===== src/rtl/mtu_pkg.sv =====
package mtu_pkg;
  typedef enum logic [2:0] {
    EV_NONE, EV_CIRQ, EV_PROG, EV_NIRQ, EV_CRET, EV_NRET, EV_MSRW
  } mtu_ev_e;
  localparam logic [15:0] PROG_OFS = 16'h0700;
  localparam int NPAIR = 2;
endpackage


===== src/rtl/mtu_arb.sv =====
module mtu_arb
  import mtu_pkg::*;
(
  input  logic    irq_vld,
  input  logic    irq_crit,
  input  logic    viol,
  input  logic    ret_cr,
  input  logic    ret_nc,
  input  logic    msr_we,
  output mtu_ev_e ev
);
  always_comb begin
    if (irq_vld && irq_crit)  ev = EV_CIRQ;
    else if (viol)            ev = EV_PROG;
    else if (irq_vld)         ev = EV_NIRQ;
    else if (ret_cr)          ev = EV_CRET;
    else if (ret_nc)          ev = EV_NRET;
    else if (msr_we)          ev = EV_MSRW;
    else                      ev = EV_NONE;
  end
endmodule


===== src/rtl/mtu_bank.sv =====
module mtu_bank
  import mtu_pkg::*;
#(
  parameter int AW = 32,
  parameter int MW = 32
) (
  input  logic                       clk,
  input  logic                       rst_n,
  input  logic [NPAIR-1:0]           save_en,
  input  logic [AW-1:0]              save_pc,
  input  logic [MW-1:0]              save_st,
  output logic [NPAIR-1:0][AW-1:0]   pc_q,
  output logic [NPAIR-1:0][MW-1:0]   st_q
);
  for (genvar g = 0; g < NPAIR; g++) begin : g_pair
    logic [AW-1:0] pc_nx;
    logic [MW-1:0] st_nx;

    always_comb begin
      pc_nx = pc_q[g];
      st_nx = st_q[g];
      if (save_en[g]) begin
        pc_nx = save_pc;
        st_nx = save_st;
      end
    end

    always_ff @(posedge clk or negedge rst_n) begin
      if (!rst_n) begin
        pc_q[g] <= '0;
        st_q[g] <= '0;
      end else if (save_en[g]) begin
        pc_q[g] <= pc_nx;
        st_q[g] <= st_nx;
      end
    end

    // R3 (g=0) and R4 (g=1): saved pair captures address and state
    a_r3_pair_capture: assert property (@(posedge clk) disable iff (!rst_n)
      save_en[g] |=> (st_q[g] == $past(save_st)) && (pc_q[g] == $past(save_pc)));
    // a pair not selected keeps its contents
    a_r4_pair_hold: assert property (@(posedge clk) disable iff (!rst_n)
      !save_en[g] |=> $stable(st_q[g]) && $stable(pc_q[g]));
  end
endmodule


===== src/rtl/mtu_top.sv =====
module mtu_top
  import mtu_pkg::*;
#(
  parameter int AW     = 32,
  parameter int MW     = 32,
  parameter int PR_POS = 14
) (
  input  logic            clk,
  input  logic            rst_n,
  input  logic            ins_vld,
  input  logic            ins_priv,
  input  logic [AW-1:0]   ins_pc,
  input  logic            irq_vld,
  input  logic            irq_crit,
  input  logic [15:0]     irq_ofs,
  input  logic            ret_nc,
  input  logic            ret_cr,
  input  logic            msr_we,
  input  logic [MW-1:0]   msr_wdata,
  input  logic            pfx_we,
  input  logic [AW-17:0]  pfx_wdata,
  output logic            user_mode,
  output logic [MW-1:0]   msr_q,
  output logic [AW-1:0]   srr0_q,
  output logic [MW-1:0]   srr1_q,
  output logic [AW-1:0]   srr2_q,
  output logic [MW-1:0]   srr3_q,
  output logic            prog_exc,
  output logic            squash,
  output logic            redir_vld,
  output logic [AW-1:0]   redir_pc
);
  localparam int PW = AW - 16;
  localparam logic [MW-1:0] PR_MASK = MW'(1) << PR_POS;

  // reset: asserted asynchronously, released on the clock
  logic [1:0] rst_sync;
  logic       rst_i;
  always_ff @(posedge clk or negedge rst_n) begin
    if (!rst_n) rst_sync <= 2'b00;
    else        rst_sync <= {rst_sync[0], 1'b1};
  end
  assign rst_i = rst_sync[1];

  logic [MW-1:0] msr_r, msr_nx;
  logic          msr_en;
  logic [PW-1:0] pfx_r, pfx_nx;
  logic          viol;
  mtu_ev_e       ev;
  logic [NPAIR-1:0]         save_en;
  logic [NPAIR-1:0][AW-1:0] bank_pc;
  logic [NPAIR-1:0][MW-1:0] bank_st;

  assign viol = ins_vld && ins_priv && msr_r[PR_POS];

  mtu_arb u_arb (
    .irq_vld (irq_vld),
    .irq_crit(irq_crit),
    .viol    (viol),
    .ret_cr  (ret_cr),
    .ret_nc  (ret_nc),
    .msr_we  (msr_we),
    .ev      (ev)
  );

  assign save_en[0] = (ev == EV_PROG) || (ev == EV_NIRQ);
  assign save_en[1] = (ev == EV_CIRQ);

  mtu_bank #(.AW(AW), .MW(MW)) u_bank (
    .clk    (clk),
    .rst_n  (rst_i),
    .save_en(save_en),
    .save_pc(ins_pc),
    .save_st(msr_r),
    .pc_q   (bank_pc),
    .st_q   (bank_st)
  );

  // state register next value
  always_comb begin
    msr_nx = msr_r;
    unique case (ev)
      EV_CIRQ, EV_PROG, EV_NIRQ: msr_nx = msr_r & ~PR_MASK;
      EV_CRET:                   msr_nx = bank_st[1];
      EV_NRET:                   msr_nx = bank_st[0];
      EV_MSRW:                   msr_nx = msr_wdata;
      default:                   msr_nx = msr_r;
    endcase
  end
  assign msr_en = (ev != EV_NONE);

  always_ff @(posedge clk or negedge rst_i) begin
    if (!rst_i)      msr_r <= '0;
    else if (msr_en) msr_r <= msr_nx;
  end

  // vector prefix register
  always_comb pfx_nx = pfx_we ? pfx_wdata : pfx_r;

  always_ff @(posedge clk or negedge rst_i) begin
    if (!rst_i)      pfx_r <= '0;
    else if (pfx_we) pfx_r <= pfx_nx;
  end

  // redirect
  always_comb begin
    redir_vld = 1'b1;
    redir_pc  = '0;
    unique case (ev)
      EV_CIRQ, EV_NIRQ: redir_pc = {pfx_r, irq_ofs};
      EV_PROG:          redir_pc = {pfx_r, PROG_OFS};
      EV_CRET:          redir_pc = bank_pc[1];
      EV_NRET:          redir_pc = bank_pc[0];
      default:          redir_vld = 1'b0;
    endcase
  end

  assign squash    = viol;
  assign prog_exc  = (ev == EV_PROG);
  assign user_mode = msr_r[PR_POS];
  assign msr_q     = msr_r;
  assign srr0_q    = bank_pc[0];
  assign srr1_q    = bank_st[0];
  assign srr2_q    = bank_pc[1];
  assign srr3_q    = bank_st[1];

  // entry lands in supervisor mode, other bits kept
  a_r5_entry_super: assert property (@(posedge clk) disable iff (!rst_i)
    (prog_exc || irq_vld) |=> !user_mode &&
      ((msr_q & ~PR_MASK) == ($past(msr_q) & ~PR_MASK)));
  // user-mode privileged instruction is squashed
  a_r6_user_trap: assert property (@(posedge clk) disable iff (!rst_i)
    (ins_vld && ins_priv && user_mode) |-> squash);
  // supervisor mode never traps
  a_r11_super_free: assert property (@(posedge clk) disable iff (!rst_i)
    !user_mode |-> !squash && !prog_exc);
  // program exception vector halfword
  a_r7_prog_vector: assert property (@(posedge clk) disable iff (!rst_i)
    prog_exc |-> redir_vld && (redir_pc[15:0] == 16'h0700));
  // critical interrupt outranks the program exception
  a_r10_crit_first: assert property (@(posedge clk) disable iff (!rst_i)
    (irq_vld && irq_crit) |-> !prog_exc && redir_vld && (redir_pc[15:0] == irq_ofs));
  // uncontested non-critical return restores the state
  a_r9_nc_return: assert property (@(posedge clk) disable iff (!rst_i)
    (ret_nc && !ret_cr && !irq_vld && !squash) |=> (msr_q == $past(srr1_q)));
endmodule


===== config.mk =====
export PLATFORM = sky130hd
export DESIGN_NAME = mtu_top
export DESIGN_NICKNAME = d
export VERILOG_FILES = /design/src/rtl/mtu_pkg.sv /design/src/rtl/mtu_arb.sv /design/src/rtl/mtu_bank.sv /design/src/rtl/mtu_top.sv
export SDC_FILE = /design/constraint.sdc
export NUM_CORES = 1
export LEC_CHECK = 0
export ABC_AREA = 1
export ABC_CLOCK_PERIOD_IN_PS = 16600
export BUFFER_PORTS_ARGS = -buffer_cell sky130_fd_sc_hd__buf_2
export CORE_ASPECT_RATIO = 0.6
export CORE_UTILIZATION = 40
export CTS_CLUSTER_SIZE = 40
export DETAILED_ROUTE_END_ITERATION = 16
export PLACE_DENSITY = 0.67
export SKIP_CTS_REPAIR_TIMING = 1
export SLEW_MARGIN = 40
export SYNTH_ARGS = -nofsm -noshare
export SYNTH_HDL_FRONTEND = slang
export SYNTH_HIERARCHICAL = 1
export SYNTH_SLANG_ARGS = --single-unit

===== constraint.sdc =====
create_clock -name clk -period 16.6 [get_ports clk]
set_input_delay 4.15 -clock clk [delete_from_list [all_inputs] [get_ports clk]]
set_output_delay 4.15 -clock clk [all_outputs]
set_load 0.01 [all_outputs]

==> metrics.cfg <==
[setup_path]
crit_path_frequent_cell=nand2_1
cp.required_ps=12450
crit_fanout=35
critPathMaxStageDelay_ps=530
critical_path_class=in -> out
startpoint_type=input pin
end_kind=output pin
slowest_stage=nand2_2
arrival_ps=6710
path_cells=buf_2 > and3_1 > nand2_1 > nand2_1 > inv_1 > buf_4 > inv_4 > nand2_2 > nor2_2 > buf_4 > nand2_1 > nand3_1 > buf_2
path_buf_inv=6
cp_top_family=buffers and inverters

[timing]
hold_ws_ps=328
worst_pin_slew_ps=838
finClkSkew_ps=8.41
min_period_ps=10860
clock.fmax_mhz=92.1
slew_headroom_pct=44.2
drv_slew=0
fin_setup_tns_ps=0
finalCritPeriodShare_pct=65.4
setup_viol=0
hold_viol=0
rsz0062_at_grt=no

[drt]
via_count=7997
routed_wl_um=26900
firstDrtPassIters=5
drt_iter0_drc=634
drc=0
ant_nets=0
via_per_inst=5.23
wl_per_cell_um=17.6

[synth]
synthFlopType=dfrtp_1
synth.top_cell.area_share_pct=54.6
ys_top_cells_by_area=dfrtp_1 55%, nand2_1 23%, nand4_1 7.2%
synth_seq_cells=178
synth_most_common_cell=nand2_1
avgSynthCellArea_um2=8.30
async_flop_share_pct=100
netlist_top_cells_count=494 x nand2_1, 178 x dfrtp_1, 96 x nand3_1
yosys_warnings=6
ys_types=23
synth_nets=1088
syn_area_um2=8150
synth_edf_count=0
netlist_instances=982
synth-seq-area-share_pct=54.6
yosysTopAreaCell=dfrtp_1

[run_status]
outcome=completed

[placed_design]
dp_hpwl_um=17700
dp.cells=1497
port_buffers=301
place.gp.congestion=0.838

[grt]
grt_pass1_vias=7230
grt_pass1_wl_um=42000
grt_max_degree=101
antenna_found_initial=1
grt-ovfl-total=0
grt_use_total_pct=25.9

[power_and_ir_drop]
vdd_drop_max_uv=74.1
p_per_area_nw_per_um2=133
leakage_nw=5.81

[layout]
nNetsFinal=1350
antennaDiodeCount=0
drive_gt1_share_pct=29.9
syn_to_final_growth_pct=27.1
instances_no_fill=1529
fillers=1932

[clocking]
cts-htree-levels=4
ctsLongestPathBuffers=2
worstSkewPairLatency_ps=430
clock-root-buffer=clkbuf_16
clock_sinks=178
cts_tree=done
clkTransAtPathRegs_ps=70
cts_buffers=17

[floorplan]
start_util_pct=40.8
core_um2=20000
die_area_um2=21000
die_height_um=113
io_pins=302
rows=40
die_w_um=186

[run]
cap_violations=0

[worst_hold_path]
hold_class=reg -> async

stage by stage:
step	power, W	util [%]	area, um2	setup slack, ps
4_1_cts	0.00139	51.8	10300	5740
2_1_floorplan	0.000783	-	8150	6980
3_5_place_dp	0.000957	48.7	9720	5730
5_1_grt	0.00146	51.9	10400	5510
3_3_place_gp	0.000949	48.6	9710	5840
6_report	0.00138	51.9	10400	5740
power breakdown:
group | switching [W] | total, W | internal [W]
logic | 0.000203 | 0.000333 | 0.000130
clock network | 0.000172 | 0.000428 | 0.000256
registers | 0.0000925 | 0.000619 | 0.000526
total | 0.000467 | 0.00138 | 0.000912
layer usage:
metal	global-route usage (%)	share of wire, %
met3	6.63	8.9
met5	0	0
met1	38.6	47
met4	6.78	1.2
met2	37.1	43
worst reg2reg max path: stages (launching register included):
cell and delay [ps]:
dfrtp_1 480, and3_1 260, nor2_1 220, a21boi_4 360
buf_6 540, nor2_4 200, buf_4 410, inv_2 620
buf_4 510, nand2_1 100, nand2_1 90
area by class of cell:
class	count	area (um2)	area share (%)
clock buffers	23	498	4.80
well taps	273	342	3.30
flip-flops and latches	178	4460	43.0
inverters	14	57.6	0.555
clock inverters	8	124	1.19
repair buffers	314	1640	15.8
multi-input cells	719	3250	31.4
final timing paths:
kind | slack, ps | cells past startpoint | end | start
setup / recovery | 5740 | 13 | redir_pc[8] | ins_vld
hold reg to reg | 330 | 0 | u_bank/st_q[55] | rst_sync[1]
max in group asynchronous | 13010 | 1 | rst_sync[1] | rst_n
min in group clk | 350 | 0 | rst_sync[1] | rst_sync[0]
hold / removal | 330 | 0 | u_bank/st_q[55] | rst_sync[1]
setup reg to reg | 12750 | 10 | u_bank/st_q[22] | msr_q[14]
state kept, by name (all words and copies together), names as in the netlist:
register,cells
u_bank/pc_q,64
u_bank/st_q,64
msr_q,32
pfx_r,16
rst_sync,2
layout by cell type (no fill, tap or decap), types with 2 or more instances in the layout:
cell type / instances
bufinv_16: 3
clkbuf_8: 5
inv_4: 2
nand2_1: 494
mux2_2: 16
clkbuf_16: 17
buf_6: 3
buf_2: 301
dfrtp_1: 177
nor2_2: 4
buf_4: 9
clkinv_2: 2
nor2_4: 4
nand3_1: 96
inv_2: 2
nand4_1: 94
nor2_1: 4
clkinvlp_4: 2
inv_1: 10
cell families (layout without fill, tap and decap cells):
logic type	Yosys count	in the layout	share of synthesized area, %
DFF	178	178	54.6
and+or+nand+nor	698	698	36.9
AOI/OAI and AO/OA	4	4	0.307
muxes	16	16	2.21
other	1	1	0.0460
buffers and inverters	85	359	5.94
Note: power is estimated with default switching activity, not from simulation.
